[src/rtl/prom_rd_pkg.sv]
`timescale 1ns/100ps
package prom_rd_pkg;

    typedef enum logic [1:0] {
        ST_IDLE   = 2'd0,
        ST_ACCESS = 2'd1,
        ST_TURN   = 2'd2
    } rd_state_e;

    typedef enum logic [1:0] {
        WS_RAND = 2'd0,
        WS_PAGE = 2'd1,
        WS_TURN = 2'd2
    } wait_sel_e;

    typedef struct packed {
        logic ce_n;
        logic oe_n;
    } rom_en_t;

    function automatic int unsigned cycles_for(int unsigned t_ns, int unsigned period_ns);
        int unsigned c;
        c = (t_ns + period_ns - 1) / period_ns;
        if (c < 1) c = 1;
        return c;
    endfunction

    function automatic int unsigned max2(int unsigned a, int unsigned b);
        return (a > b) ? a : b;
    endfunction

endpackage

[src/rtl/prom_rd_wait.sv]
`timescale 1ns/100ps
module prom_rd_wait
    import prom_rd_pkg::*;
#(
    parameter int unsigned W_RAND = 9,
    parameter int unsigned W_PAGE = 4,
    parameter int unsigned W_TURN = 3
) (
    input  logic      clk,
    input  logic      rst,
    input  logic      load,
    input  wait_sel_e sel,
    output logic      done
);
    localparam int unsigned MAXW  = max2(max2(W_RAND, W_PAGE), W_TURN);
    localparam int unsigned CNT_W = $clog2(MAXW + 1);

    logic [CNT_W-1:0] cnt;
    logic [CNT_W-1:0] load_val;

    always_comb begin
        case (sel)
            WS_RAND: load_val = CNT_W'(W_RAND);
            WS_PAGE: load_val = CNT_W'(W_PAGE);
            default: load_val = CNT_W'(W_TURN);
        endcase
    end

    always_ff @(posedge clk) begin
        if (rst) begin
            cnt <= '0;
        end else if (load) begin
            cnt <= load_val;
        end else if (cnt != '0) begin
            cnt <= cnt - 1'b1;
        end
    end

    assign done = (cnt == CNT_W'(1));

endmodule

[src/rtl/prom_rd_addr.sv]
`timescale 1ns/100ps
module prom_rd_addr #(
    parameter int unsigned ADDR_W    = 21,
    parameter int unsigned PAGE_BITS = 3
) (
    input  logic              clk,
    input  logic              rst,
    input  logic              load,
    input  logic              step,
    input  logic [ADDR_W:0]   load_addr,
    input  logic              load_byte,
    output logic [ADDR_W-1:0] rom_addr,
    output logic              a_m1,
    output logic              byte_mode,
    output logic              page_last
);
    logic [ADDR_W:0] cur;

    always_ff @(posedge clk) begin
        if (rst) begin
            cur       <= '0;
            byte_mode <= 1'b0;
        end else if (load) begin
            cur       <= load_addr;
            byte_mode <= load_byte;
        end else if (step) begin
            cur <= cur + 1'b1;
        end
    end

    always_comb begin
        if (byte_mode) begin
            rom_addr  = cur[ADDR_W:1];
            a_m1      = cur[0];
            page_last = &cur[PAGE_BITS:0];
        end else begin
            rom_addr  = cur[ADDR_W-1:0];
            a_m1      = 1'b0;
            page_last = &cur[PAGE_BITS-1:0];
        end
    end

    // a step that stays inside the page leaves the page number alone
    assert_in_page_R8: assert property (@(posedge clk) disable iff (rst)
        (step && !load && !page_last) |=> $stable(rom_addr[ADDR_W-1:PAGE_BITS]));

endmodule

[src/rtl/prom_rd_fsm.sv]
`timescale 1ns/100ps
module prom_rd_fsm
    import prom_rd_pkg::*;
#(
    parameter int unsigned LEN_W = 8
) (
    input  logic             clk,
    input  logic             rst,
    input  logic             req_valid,
    input  logic [LEN_W-1:0] req_len,
    input  logic             wait_done,
    input  logic             page_last,
    output rd_state_e        state,
    output logic             accept,
    output logic             sample,
    output logic             step,
    output logic             wait_load,
    output wait_sel_e        wait_sel,
    output rom_en_t          en
);
    logic [LEN_W-1:0] remain;
    logic             last;

    always_comb begin
        accept    = (state == ST_IDLE) && req_valid && (req_len != '0);
        sample    = (state == ST_ACCESS) && wait_done;
        last      = sample && (remain == LEN_W'(1));
        step      = sample && !last;
        wait_load = accept || sample;
        if (accept || (sample && !last && page_last)) begin
            wait_sel = WS_RAND;
        end else if (last) begin
            wait_sel = WS_TURN;
        end else begin
            wait_sel = WS_PAGE;
        end
    end

    always_ff @(posedge clk) begin
        if (rst) begin
            state  <= ST_IDLE;
            remain <= '0;
            en     <= '{ce_n: 1'b1, oe_n: 1'b1};
        end else begin
            case (state)
                ST_IDLE: begin
                    if (accept) begin
                        state  <= ST_ACCESS;
                        remain <= req_len;
                        en     <= '{ce_n: 1'b0, oe_n: 1'b0};
                    end
                end
                ST_ACCESS: begin
                    if (sample) begin
                        remain <= remain - 1'b1;
                        if (last) begin
                            state <= ST_TURN;
                            en    <= '{ce_n: 1'b1, oe_n: 1'b1};
                        end
                    end
                end
                ST_TURN: begin
                    if (wait_done) begin
                        state <= ST_IDLE;
                    end
                end
                default: state <= ST_IDLE;
            endcase
        end
    end

    // idle means standby with outputs disabled
    assert_standby_R10: assert property (@(posedge clk) disable iff (rst)
        (state == ST_IDLE) |-> (en.ce_n && en.oe_n));

    // chip enable is released together with output enable, entering the gap
    assert_release_R9: assert property (@(posedge clk) disable iff (rst)
        $rose(en.ce_n) |-> (en.oe_n && state == ST_TURN));

endmodule

[src/rtl/prom_page_reader.sv]
`timescale 1ns/100ps
module prom_page_reader
    import prom_rd_pkg::*;
#(
    parameter int unsigned ADDR_W        = 21,
    parameter int unsigned DATA_W        = 16,
    parameter int unsigned LEN_W         = 8,
    parameter int unsigned PAGE_BITS     = 3,
    parameter int unsigned CLK_PERIOD_NS = 8,
    parameter int unsigned T_RANDOM_NS   = 70,
    parameter int unsigned T_PAGE_NS     = 25,
    parameter int unsigned T_OE_NS       = 25,
    parameter int unsigned T_TURN_NS     = 20
) (
    input  logic              clk,
    input  logic              rst,
    input  logic              req_valid,
    input  logic [ADDR_W:0]   req_addr,
    input  logic              req_byte,
    input  logic [LEN_W-1:0]  req_len,
    output logic              busy,
    output logic              rd_valid,
    output logic [DATA_W-1:0] rd_data,
    output logic [ADDR_W-1:0] rom_addr,
    output logic              rom_ce_n,
    output logic              rom_oe_n,
    output logic              rom_byte_n,
    output logic              rom_d15_out,
    output logic              rom_d15_oe,
    input  logic [DATA_W-1:0] rom_dq
);
    localparam int unsigned W_RAND = max2(cycles_for(T_RANDOM_NS, CLK_PERIOD_NS),
                                          cycles_for(T_OE_NS, CLK_PERIOD_NS));
    localparam int unsigned W_PAGE = cycles_for(T_PAGE_NS, CLK_PERIOD_NS);
    localparam int unsigned W_TURN = cycles_for(T_TURN_NS, CLK_PERIOD_NS);
    localparam int unsigned HALF_W = DATA_W / 2;

    rd_state_e state;
    wait_sel_e wait_sel;
    rom_en_t   en;
    logic      accept, sample, step, wait_load, wait_done;
    logic      page_last, byte_mode, a_m1;

    prom_rd_fsm #(.LEN_W(LEN_W)) u_fsm (
        .clk       (clk),
        .rst       (rst),
        .req_valid (req_valid),
        .req_len   (req_len),
        .wait_done (wait_done),
        .page_last (page_last),
        .state     (state),
        .accept    (accept),
        .sample    (sample),
        .step      (step),
        .wait_load (wait_load),
        .wait_sel  (wait_sel),
        .en        (en)
    );

    prom_rd_wait #(.W_RAND(W_RAND), .W_PAGE(W_PAGE), .W_TURN(W_TURN)) u_wait (
        .clk  (clk),
        .rst  (rst),
        .load (wait_load),
        .sel  (wait_sel),
        .done (wait_done)
    );

    prom_rd_addr #(.ADDR_W(ADDR_W), .PAGE_BITS(PAGE_BITS)) u_addr (
        .clk       (clk),
        .rst       (rst),
        .load      (accept),
        .step      (step),
        .load_addr (req_addr),
        .load_byte (req_byte),
        .rom_addr  (rom_addr),
        .a_m1      (a_m1),
        .byte_mode (byte_mode),
        .page_last (page_last)
    );

    always_ff @(posedge clk) begin
        if (rst) begin
            rd_valid <= 1'b0;
            rd_data  <= '0;
        end else begin
            rd_valid <= sample;
            if (sample) begin
                rd_data <= byte_mode ? {{(DATA_W-HALF_W){1'b0}}, rom_dq[HALF_W-1:0]}
                                     : rom_dq;
            end
        end
    end

    assign busy        = (state != ST_IDLE);
    assign rom_ce_n    = en.ce_n;
    assign rom_oe_n    = en.oe_n;
    assign rom_byte_n  = ~byte_mode;
    assign rom_d15_oe  = byte_mode;
    assign rom_d15_out = a_m1;

    // address pins hold still while an access is waiting
    assert_addr_hold_R3: assert property (@(posedge clk) disable iff (rst)
        (state == ST_ACCESS && !sample) |=> ($stable(rom_addr) && $stable(rom_d15_out)));

    // results only appear inside a burst
    assert_valid_in_burst_R7: assert property (@(posedge clk) disable iff (rst)
        rd_valid |-> busy);

    // a request arriving while busy leaves the mode untouched
    assert_busy_ignore_R2: assert property (@(posedge clk) disable iff (rst)
        (busy && req_valid) |=> $stable(rom_byte_n));

endmodule

[config.mk]
export PLATFORM = sky130hd
export DESIGN_NAME = prom_page_reader
export DESIGN_NICKNAME = d
export VERILOG_FILES = /design/src/rtl/prom_rd_pkg.sv /design/src/rtl/prom_rd_wait.sv /design/src/rtl/prom_rd_addr.sv /design/src/rtl/prom_rd_fsm.sv /design/src/rtl/prom_page_reader.sv
export SDC_FILE = /design/constraint.sdc
export NUM_CORES = 1
export LEC_CHECK = 0
export CAP_MARGIN = 25
export CORE_MARGIN = 1.5
export CORE_UTILIZATION = 48
export CTS_CLUSTER_DIAMETER = 50
export DETAILED_ROUTE_END_ITERATION = 6
export PLACE_DENSITY = 0.93
export SYNTH_ARGS = -nofsm -noshare
export SYNTH_HDL_FRONTEND = slang
export SYNTH_HIERARCHICAL = 1
export SYNTH_SLANG_ARGS = --single-unit
[constraint.sdc]
create_clock -name clk -period 3.3 [get_ports clk]
set_input_delay 0.66 -clock clk [delete_from_list [all_inputs] [get_ports clk]]
set_output_delay 0.66 -clock clk [all_outputs]
set_load 0.01 [all_outputs]
---- Yosys cells after proc, flatten, opt, wreduce, memory -nomap -nowiden ----
Cells that the tools add are included.
storage, ports and cells
  register bits ........................... 56
  latch bits .............................. 0
  bits in writable memories ............... 0
  memory bits (read-only) ................. 0
  bits of input ports ..................... 50
  output and inout port bits .............. 44
  word-level logic and storage cells ...... 67
  memories ................................ 0
operators by class
  $add $sub $neg .......................... 3
  multipliers ............................. 0
  divide/modulo/power cells ............... 0
  magnitude comparators ................... 0
  equality and inequality tests ........... 9
  shift-type cells ........................ 0
  mux-type cells .......................... 23
  bitwise operators ....................... 1
  reductions and logical operators ........ 22
operators with widths
  operator               count
  $mux 22                2
  $add 22x1->22 const B  1
  $mux 21                1
  $mux 2                 9
  $mux 16                1
  $mux 8                 2
  $pmux 8 s2             1
  $reduce_and 4->1       3
  $eq 8x1->1 const B     1
  $mux 4                 2
  $pmux 4 s2             1
  $reduce_bool 2->1      4
  $reduce_bool 8->1      1
  $sub 8x1->8 const B    1
  $logic_and 1x1->1      6
  $pmux 2 s3             1
  $reduce_and 3->1       2
  $eq 2x1->1 const B     2
  $eq 4x1->1 const B     1
  $logic_not 2->1        2
  $ne 2x1->1 const B     2
  $ne 2x2->1 const B     2
  $pmux 2 s2             1
  $reduce_bool 4->1      1
  6 further kinds        8

---- Longest topological paths before layout ----
Gate-level depths: netlist (run 1).
  word-level depth ........................ 11
  gate-level depth with buffers ........... 11
  gate-level depth less buffers ........... 11

---- By module ----
The synthesis (run 1) kept the hierarchy.
by module, submodules not included
  module            instances  cells each  area each (µm²)  seq. area each (µm²)
  prom_rd_addr      1          188         1526.5           460.4
  prom_rd_fsm       1          89          723.2            220.2
  prom_page_reader  1          64          681.9            340.3
  prom_rd_wait      1          32          265.3            80.1

---- Least setup slack after synthesis (run 1) ----
OpenSTA, ideal clock, no wires.
  path type ............................... register -> register
  start point ............................. register u_wait.cnt[1]
  end point ............................... register u_addr.cur[15]
  data arrival time ....................... 2.498 ns
  required time ........................... 3.185 ns
  path slack .............................. 0.688 ns
  stages on the path, launching flop included .. 12
  path buffers ............................ 1
  period minus slack after synthesis ...... 2.612 ns
  path through ............................ dfxtp_1 inv_1 ha_1 nor3b_1 nand2_1 inv_1 and2_1 buf_2 nand4_1 nor4_1 nor3_1 a2111oi_0
between the ends
  longest elaborated chain between the ends .. 6
ends and longest elaborated chain
  what                                    line                    source
  start: declaration                      prom_rd_wait.sv:18      logic [CNT_W-1:0] cnt;
  start signal: assignment                prom_rd_wait.sv:33      cnt <= load_val;
  start signal: assignment                prom_rd_wait.sv:35      cnt <= cnt - 1'b1;
  $eq 4x1->1 (*)                          prom_rd_wait.sv:39      assign done = (cnt == CNT_W'(1));
  net wait_done                           prom_page_reader.sv:41  logic accept, sample, step, wait_load, wait_done;
  $logic_and 1x1->1 (*)                   prom_rd_fsm.sv:26       sample = (state == ST_ACCESS) && wait_done;
  net sample                              prom_page_reader.sv:41
  $logic_and 1x1->1                       prom_rd_fsm.sv:27       last = sample && (remain == LEN_W'(1));
  $logic_not 1->1                         prom_rd_fsm.sv:28       step = sample && !last;
  $logic_and 1x1->1 (*)                   prom_rd_fsm.sv:28
  net step                                prom_page_reader.sv:41
  $reduce_bool 2->1 (no source line) (*)  n/a
  end signal: assignment                  prom_rd_addr.sv:24      cur <= load_addr;
  end signal: assignment                  prom_rd_addr.sv:27      cur <= cur + 1'b1;
  end: declaration                        prom_rd_addr.sv:17      logic [ADDR_W:0] cur;
The timed path passes the listed nets; every way through them passes the cells marked *.
A chain may end at the register's enable or synchronous reset.

---- Final worst setup path (run 1) ----
  start point ............................. register u_addr.byte_mode
  end point ............................... output port rom_addr[19]
between the ends
  longest elaborated chain between the ends .. 1
ends and longest elaborated chain
  what                      line                    source
  start: declaration        prom_rd_addr.sv:14      output logic byte_mode,
  start signal: assignment  prom_rd_addr.sv:25      byte_mode <= load_byte;
  $mux 21                   prom_rd_addr.sv:32      if (byte_mode) begin
  end: declaration          prom_page_reader.sv:24  output logic [ADDR_W-1:0] rom_addr,
Every way passes these cells.

==> results of run 1 <==
## metal layers
layer	global-route usage (%)	vias to the layer above	wire length, um
met5	0	-	0
met4	5.718	0	80
met3	4.130	7	509
met2	39.90	123	4071
met1	30.30	1478	3687
li1	-	1531	-
## cells in the mapped netlist, drive strengths merged (4+ instances only)
library cell   n  area (sq um)
and2           4         25.03
o21ai         12         60.06
inv           18         70.07
a311oi         6         52.55
clkbuf        13         50.04
or3           10         68.82
a211oi        11         82.58
dfxtp         55          1101
buf            9         65.06
nand2         22         82.58
mux2i         11         110.1
a21oi         24         127.6
nor4           5         31.28
ha             7         87.58
nor3          13         65.06
nand3b        10         82.58
nand3          7         35.03
xnor2         10         87.58
and3           4         25.02
nor2b          7         43.79
nor2          39         153.9
nand2b        10         80.08
mux2          19         214.0
nand4         12         81.33
## path summary, 6_finish.rpt
check | start | to | slack [ns] | cells past startpoint
max | u_addr/byte_mode | rom_addr[19] | 0.49 | 3
min | rd_data[9] | rd_data[9] | 0.47 | 2
max reg2reg | u_wait/cnt[1] | u_addr/cur[20] | 0.60 | 10
min reg2reg | rd_data[9] | rd_data[9] | 0.47 | 2
## metrics by stage
| step | power (mW) | setup slack (ns) | hold WS [ns] | area [sq um] | cells |
|---|---|---|---|---|---|
| 2_1_floorplan | 1.100 | 0.6876 | 0.4396 | 3197 | 373 |
| 3_3_place_gp | 1.308 | 0.5418 | 0.4503 | 4187 | 532 |
| 3_5_place_dp | 1.324 | 0.4273 | 0.4612 | 4187 | 532 |
| 4_1_cts | 1.752 | 0.4900 | 0.4754 | 4289 | 539 |
| 5_1_grt | 1.842 | 0.2217 | 0.4916 | 4289 | 539 |
| 6_report | 1.744 | 0.4943 | 0.4716 | 4289 | 539 |
## logic make-up (layout without fill, tap and decap cells)
| logic type | after synthesis | in the layout | synth area share [%] |
|---|---|---|---|
| buf+inv | 40 | 129 | 5.792 |
| mux | 30 | 30 | 10.14 |
| simple gates | 152 | 152 | 26.69 |
| flops | 55 | 55 | 34.44 |
| compound gates | 78 | 78 | 17.18 |
| xor+xnor | 11 | 11 | 3.014 |
| fa+ha+maj | 7 | 7 | 2.740 |
## final cells by class
cell class	count	area, sq um	area share [%]
inverters	18	70.07	1.634
well taps	77	96.34	2.246
multi-input cells	278	1911	44.54
repair buffers	104	1008	23.51
flip-flops and latches	55	1101	25.67
clock inverters	1	30.03	0.7001
clock buffers	6	72.57	1.692
## sequential cells by signal, indices dropped and copies added, names as in the netlist
signal and flops:
rd_valid 1, rd_data 16, u_fsm/state 2, u_addr/byte_mode 1, u_addr/cur 22, u_fsm/en 1
u_wait/cnt 4, u_fsm/remain 8
## power by group through the flow
| stage | Combinational [mW] | Sequential (mW) | Clock [mW] |
|---|---|---|---|
| final | 0.527 | 0.793 | 0.425 |
| after global routing | 0.570 | 0.803 | 0.470 |
| after floorplan | 0.310 | 0.790 | 0 |
| after detailed placement | 0.518 | 0.806 | 0 |
| after global placement | 0.506 | 0.802 | 0 |
| after CTS | 0.524 | 0.791 | 0.436 |
## cells in the final DEF, fill, tap and decap left out, drive strengths merged, types with 3 or more instances in the layout
cell type,instances
clkbuf,6
xnor2,10
a221oi,3
ha,7
or3,10
nor2b,7
and3,4
nand4,12
mux2i,11
nand2,22
o31a,3
nand3,7
clkdlybuf4s50,92
a211oi,11
dfxtp,55
nand2b,10
nor2,39
mux2,19
nor3,13
nand3b,10
nor4,5
buf,12
a21oi,24
a311oi,6
inv,18
and2,4
o21ai,12
## worst max-delay path: cells and delay by family (launching register included)
kind                   cells  cell delay [ns]
buffers and inverters      2             0.86
DFF                        1             0.62
muxes                      1             0.37
==> results.cfg, run 1 <==
[logic_synthesis]
synth_cell_types = 63
number_of_enable_type_register_cells_in_the_synthesized_netlist = 0
total_of_flip_flops_plus_latches_after_synthesis = 55
synth.net_count = 430
synth.cell_area_sq_um = 3197
synth-seq-area-share_pct = 34.44
asyncSetResetFlopFracSynth_pct = 0
synthCells = 373
synth.yosys.warnings = 6
synthesis.area_per_instance_sq_um = 8.571
synth_flop_cell = dfxtp_1

[sta]
max_transition_margin_pct = 61.68
finalSetupViolations = 0
timing.final.max_slew_violations = 0
portion_of_the_clock_cycle_consumed_by_the_worst_path_in_the_final_layout_pct = 85.02
finalSetupTns_ns = 0
fin_skew_ns = 0.01145
hold_vio_cnt_final = 0
max_freq_mhz = 356.4
rsz0062_at_grt = false
timing.final.crit_period_ns = 2.806
timing_worst_slew_pin_value_ns = 0.5748

[die]
count_of_standard_cell_rows = 29
die_w_um = 84.61
dieArea_sq_um = 7159
floorplan.core_area_sq_um = 6386
io-pin-count = 94
floorplan.die.height_um = 84.61
initial_core_utilization_pct = 50.06

[worst_setup_path]
worst_path_largest_cell_delay_ns = 0.62
critPathArrivalTime_ns = 2.15
worst_setup_path_start_kind = flop
worst-path-max-fanout = 25
timing.critical_path.slowest_stage_cell = dfxtp_1
setup.worst_path.end_class = output port
cp_data_required_time_ns = 2.64
cp_cell_sequence = buf_4 > mux2_2 > clkdlybuf4s50_1
kind_of_critical_path = reg -> out

[power]
internal_power_mw = 1.228
sw_frac_of_total_pct = 29.59
power.static_leakage_nw = 1.519
power.share.sequential_pct = 45.5
share_comb_of_total_power_pct = 30.2
ir_worst_vdd_uv = 215.6
power.switching_mw = 0.5161
clock_power_share_pct = 24.4
power_per_cell_area_nw_per_um2 = 406.6

[finish]
num-fill-cells = 480
area_growth_syn_to_layout_pct = 34.17
num_antenna_cells = 0
layout-drive-gt1-share_pct = 13.42
finish.net_count = 519
post-route-util_pct = 67.16

[drt]
detailed_route_drc_error_count = 0
drt-vias-per-instance = 5.824
dr_total_vias = 3139
postRouteAntennaNets = 0
finalWirelength_um = 8349
initialDrtViolationCount = 291
detail_route.wl_per_cell_um = 15.49
detailed_routing_iterations_pass_1 = 5

[clock_tree]
clock_sink_count = 55
cts_tree = done
clock_tree.root_cell = clkbuf_8
post_cts_hold_buffer_count = 0
clockBufferDepth = 2
cts-buffers-inserted = 5
clkTransAtPathRegs_ns = 0.09
post-cts-setup-buffer-count = 0
ctsResizeCount = 0
htree_num_levels = 2
insertion_delay_ns = 0.30

[global_routing]
grtUsageTotal_pct = 23.24
overflow = 0
antenna_violations_before_repair = 0
wire_length_of_the_first_global_routing_pass_um = 13720
pin_count_of_the_biggest_net_entering_global_routing = 30
vias_in_the_first_global_route = 2945

[place]
io_buffers = 93
dpl.hpwl_um = 6084
place_congestion = 0.8454

[run]
cap_violations = 0

[run_status]
status = finished, final reports clean

[worst_hold_path]
hold_path_class = reg -> reg
(Power assumes the default switching activity.)
==> run 2: changes to the inputs <==
- PLACE_DENSITY: 0.93 -> unset
- PLACE_DENSITY_LB_ADDON: unset -> 0.15
==> run 2 against run 1 <==
Total power decreased by 1.4%. Via count decreased by 1.1%. Sequential power about the same. Utilization increased by 0.31 points. Largest power group unchanged. Register-to-register slack got worse by 0.02 ns. Non-clock buffer count unchanged. Clock-buffer cell count decreased by 1. Highest routed layer unchanged. Hold slack improved by 0.0030 ns. Sequential cell count unchanged. Die area unchanged.
==> results.cfg, run 2 (synthesis results as in run 1) <==
[drt]
initialDrtViolationCount = 146
detailed_routing_iterations_pass_1 = 4
detail_route.wl_per_cell_um = 14.85
dr_total_vias = 3104
postRouteAntennaNets = 0
finalWirelength_um = 8018
detailed_route_drc_error_count = 0
drt-vias-per-instance = 5.748

[global_routing]
pin_count_of_the_biggest_net_entering_global_routing = 39
overflow = 0
vias_in_the_first_global_route = 3003
wire_length_of_the_first_global_routing_pass_um = 13400
antenna_violations_before_repair = 0
grtUsageTotal_pct = 22.50

[clock_tree]
cts-buffers-inserted = 5
clock_tree.root_cell = clkbuf_8
clockBufferDepth = 2
clock_sink_count = 55
post_cts_hold_buffer_count = 0
clkTransAtPathRegs_ns = 0.10
post-cts-setup-buffer-count = 0
cts_tree = done
htree_num_levels = 2
insertion_delay_ns = 0.32
ctsResizeCount = 0

[finish]
layout-drive-gt1-share_pct = 13.82
finish.net_count = 519
num_antenna_cells = 0
fin_area_sq_um = 4309
post-route-util_pct = 67.48
layout.cells.most_common = clkdlybuf4s50_1
layout.cells.most_common_list = clkdlybuf4s50_1, dfxtp_1, nor2_1, a21oi_1, nand2_1
register_with_the_most_flip_flops = u_addr/cur
area_growth_syn_to_layout_pct = 34.79
layout_top_registers = u_addr/cur (22), rd_data (16), u_fsm/remain (8)
max_ffs_per_register = 22
final_cells = 540

[die]
count_of_standard_cell_rows = 29
dieArea_sq_um = 7159
floorplan.core_area_sq_um = 6386
die_w_um = 84.61
initial_core_utilization_pct = 50.06
floorplan.die.height_um = 84.61
io-pin-count = 94

[run_status]
status = finished, final reports clean

[power]
power.static_leakage_nw = 1.528
ir_worst_vdd_uv = 270.4
power_per_cell_area_nw_per_um2 = 399.0

[worst_setup_path]
worst_setup_path_start_kind = flop
setup.worst_path.end_class = output port
worstSetupStartpoint = u_addr/byte_mode
setup.reg_to_reg.worst_slack_ns = 0.58
kind_of_critical_path = reg -> out
worst-r2r-cell-count = 9
reg2reg_from = u_wait/cnt[0]
cp_data_required_time_ns = 2.64
critPathArrivalTime_ns = 2.09
cp-endpoint = rom_addr[15]
worst-path-max-fanout = 25
regToRegEndpoint = u_addr/cur[15]

[place]
place_congestion = 0.8434
dpl.hpwl_um = 5874
placement.cell_area_sq_um = 4212
io_buffers = 93
placed_cell_count = 532

[sta]
max_transition_margin_pct = 52.10
max_freq_mhz = 364.1
timing.final.max_slew_violations = 0
rsz0062_at_grt = false
fin_skew_ns = 0.01100
finalSetupViolations = 0
timing.final.crit_period_ns = 2.747
timing_worst_slew_pin_value_ns = 0.7185
hold_vio_cnt_final = 0
portion_of_the_clock_cycle_consumed_by_the_worst_path_in_the_final_layout_pct = 83.24
finalSetupTns_ns = 0

[run]
cap_violations = 0

[worst_hold_path]
hold_path_class = reg -> reg
[run 2: through the flow]
step / power (mW) / hold slack, ns / setup WS (ns)
after global routing: 1.811 / 0.4979 / 0.2348
after detailed placement: 1.325 / 0.4608 / 0.3800
final: 1.719 / 0.4745 / 0.5531
after CTS: 1.730 / 0.4784 / 0.5322
after global placement: 1.314 / 0.4527 / 0.4330
after floorplan: 1.100 / 0.4396 / 0.6876
[run 2: worst max-delay path: stages (launching register included)]
cell	delay [ns]
dfxtp_1	0.69
buf_12	0.24
mux2_2	0.35
clkdlybuf4s50_1	0.48
[run 2: area by class of cell]
type                    count  area [sq um]
multi-input cells         278          1911
well taps                  77         96.34
fillers                   546          2077
flip-flops and latches     55          1101
clock buffers               5         68.82
inverters                  18         70.07
clock inverters             3         28.78
repair buffers            104          1033
[run 2: worst min path at each step]
stage | start | to | slack [ns] | depth (start not counted)
final | u_fsm/remain[4] | u_fsm/remain[4] | 0.47 | 2
after global routing | rd_data[9] | rd_data[9] | 0.50 | 2
after CTS | u_fsm/remain[4] | u_fsm/remain[4] | 0.48 | 2
after detailed placement | rd_data[11] | rd_data[11] | 0.46 | 2
after global placement | rd_data[11] | rd_data[11] | 0.45 | 2
after floorplan | u_fsm/remain[4] | u_fsm/remain[4] | 0.44 | 2
[run 2: layer usage]
| layer | track usage (%) | share of wire, % |
|---|---|---|
| met3 | 4.523 | 5.4 |
| met5 | 0 | 0 |
| met2 | 37.59 | 47 |
| met4 | 6.305 | 0.96 |
| met1 | 29.61 | 46 |
[run 2: power breakdown]
group / switching [mW] / internal [mW] / total, mW
sequential: 0.0698 / 0.723 / 0.793
combinational: 0.236 / 0.287 / 0.523
clock: 0.246 / 0.158 / 0.404
total: 0.552 / 1.17 / 1.72
==> run 3: changes to the inputs <==
- clock period: 3.3 -> 2.8 ns (I/O delays scaled with it)
==> run 3 against run 2 <==
Clock-buffer cell count unchanged. Critical path type is now reg -> reg. Final cell count increased by 0.93%. Highest routed layer unchanged. Via count decreased by 0.97%. Largest cell class unchanged.
==> results.cfg, run 3 (synthesis results as in run 1) <==
[run_status]
status = finished, final reports clean

[drt]
dr_total_vias = 3074
finalWirelength_um = 7859
drt-vias-per-instance = 5.640
initialDrtViolationCount = 126
detailed_routing_iterations_pass_1 = 4
detail_route.wl_per_cell_um = 14.42
postRouteAntennaNets = 0
detailed_route_drc_error_count = 0

[clock_tree]
clock_sink_count = 55
clockBufferDepth = 2
insertion_delay_ns = 0.31
clkTransAtPathRegs_ns = 0.10
cts-buffers-inserted = 5
htree_num_levels = 2
clock_tree.root_cell = clkbuf_8
cts_tree = done

[worst_setup_path]
critical_path.top_delay_family = simple AND/OR/NAND/NOR gates
worst-path-max-fanout = 5
worst_path_largest_cell_delay_ns = 0.39
critPathBufInv = 3
cp_data_required_time_ns = 3.02
setup.worst_path.end_class = flop
timing.critical_path.slowest_stage_cell = or3_1
cp_common_cell = inv_1
cp_cell_sequence = inv_1 > ha_1 > nor3b_2 > nand2_1 > inv_1 > and2_2 > buf_4 > and4_1 > nand4_1 > or3_1 > a311oi_1
critPathArrivalTime_ns = 2.77
kind_of_critical_path = reg -> reg
worst_setup_path_start_kind = flop

[power]
ir_worst_vdd_uv = 349.2
power_per_cell_area_nw_per_um2 = 499.2
power.static_leakage_nw = 1.561

[sta]
hold_vio_cnt_final = 0
rsz0062_at_grt = false
timing.final.max_slew_violations = 0
portion_of_the_clock_cycle_consumed_by_the_worst_path_in_the_final_layout_pct = 91.05
max_freq_mhz = 392.2
fin_skew_ns = 0.006675
finalSetupViolations = 0
finalSetupTns_ns = 0
max_transition_margin_pct = 53.41
timing.final.crit_period_ns = 2.549
timing_worst_slew_pin_value_ns = 0.6988

[global_routing]
overflow = 0
grtUsageMet2_pct = 36.65
groute.layer.met1.usage_pct = 28.68
layer_carrying_the_most_global_route_usage = met2
grtUsageTotal_pct = 21.87
met3_usage_pct = 3.147
pin_count_of_the_biggest_net_entering_global_routing = 39
vias_in_the_first_global_route = 2904
antenna_violations_before_repair = 0
wire_length_of_the_first_global_routing_pass_um = 13080

[die]
dieArea_sq_um = 7159
initial_core_utilization_pct = 50.06
floorplan.core_area_sq_um = 6386
die_w_um = 84.61
count_of_standard_cell_rows = 29
floorplan.die.height_um = 84.61
io-pin-count = 94

[finish]
layout.cells.most_common = clkdlybuf4s50_1
area_growth_syn_to_layout_pct = 36.79
register_with_the_most_flip_flops = u_addr/cur
finish.net_count = 524
layout_top_registers = u_addr/cur (22), rd_data (16), u_fsm/remain (8)
layout-drive-gt1-share_pct = 15.38
num_antenna_cells = 0
num-fill-cells = 538
layout.cells.most_common_list = clkdlybuf4s50_1, dfxtp_1, nor2_1, a21oi_1, nand2_1
max_ffs_per_register = 22
fin_area_sq_um = 4373

[run]
cap_violations = 0

[place]
dpl.hpwl_um = 5617
placement.cell_area_sq_um = 4209
io_buffers = 93
place_congestion = 0.8482

[worst_hold_path]
hold_path_class = reg -> reg
-- run 3: final timing paths --
path            startpoint              to  slack [ns]  cells after the start
max reg2reg  u_wait/cnt[1]  u_addr/cur[20]        0.25                     11
min reg2reg    rd_data[14]     rd_data[14]        0.47                      2
min            rd_data[14]     rd_data[14]        0.47                      2
max          u_wait/cnt[1]  u_addr/cur[20]        0.25                     11
-- run 3: repair_timing --
| action | in CTS | in global routing |
|---|---|---|
| buffers inserted | 0 | 2 |
| endpoints found under the setup margin | 0 | 3 |
| hold buffers | 0 | 0 |
| resized for setup | 0 | 3 |
-- run 3: stage by stage --
| stage | hold WS (ns) | std cells | util, % | setup WS [ns] | total power [mW] |
|---|---|---|---|---|---|
| floorplan | 0.4396 | 373 | - | 0.1876 | 1.296 |
| finish | 0.4679 | 545 | 68.48 | 0.2505 | 2.183 |
| CTS | 0.4729 | 543 | 68.04 | 0.1036 | 2.193 |
| global placement | 0.4516 | 535 | 65.91 | 0.1833 | 1.543 |
| detailed placement | 0.4576 | 535 | 65.91 | 0.1369 | 1.558 |
| global route | 0.4925 | 545 | 68.48 | 0.06647 | 2.295 |
-- run 3: metal layers --
layer	wire [um]	part of all wire, %
met1	3677	47
met2	3626	46
met4	111	1.4
met5	0	0
met3	443	5.6
-- run 3: worst min-delay path, delay by kind of cell (launching register included) --
kind	cells	cell delay (ns)
AOI/OAI and AO/OA	1	0.05
DFF	1	0.33
and+or+nand+nor	1	0.06
-- run 3: power breakdown --
part | total, mW | internal [mW] | switching, mW | leakage, nW
Combinational | 0.624 | 0.339 | 0.285 | 1.04
Sequential | 0.931 | 0.852 | 0.0789 | 0.452
Clock | 0.629 | 0.357 | 0.272 | 0.0644
Total | 2.18 | 1.55 | 0.635 | 1.56
-- run 3: layout make-up --
| type | instances | area (sq um) | share of cell area (%) |
|---|---|---|---|
| Tap cell | 77 | 96.34 | 2.203 |
| Timing Repair Buffer | 109 | 1046 | 23.92 |
| Clock inverter | 3 | 67.56 | 1.545 |
| Sequential cell | 55 | 1101 | 25.18 |
| Clock buffer | 5 | 68.82 | 1.574 |
| Inverter | 18 | 70.07 | 1.602 |
| Multi-Input combinational cell | 278 | 1923 | 43.98 |
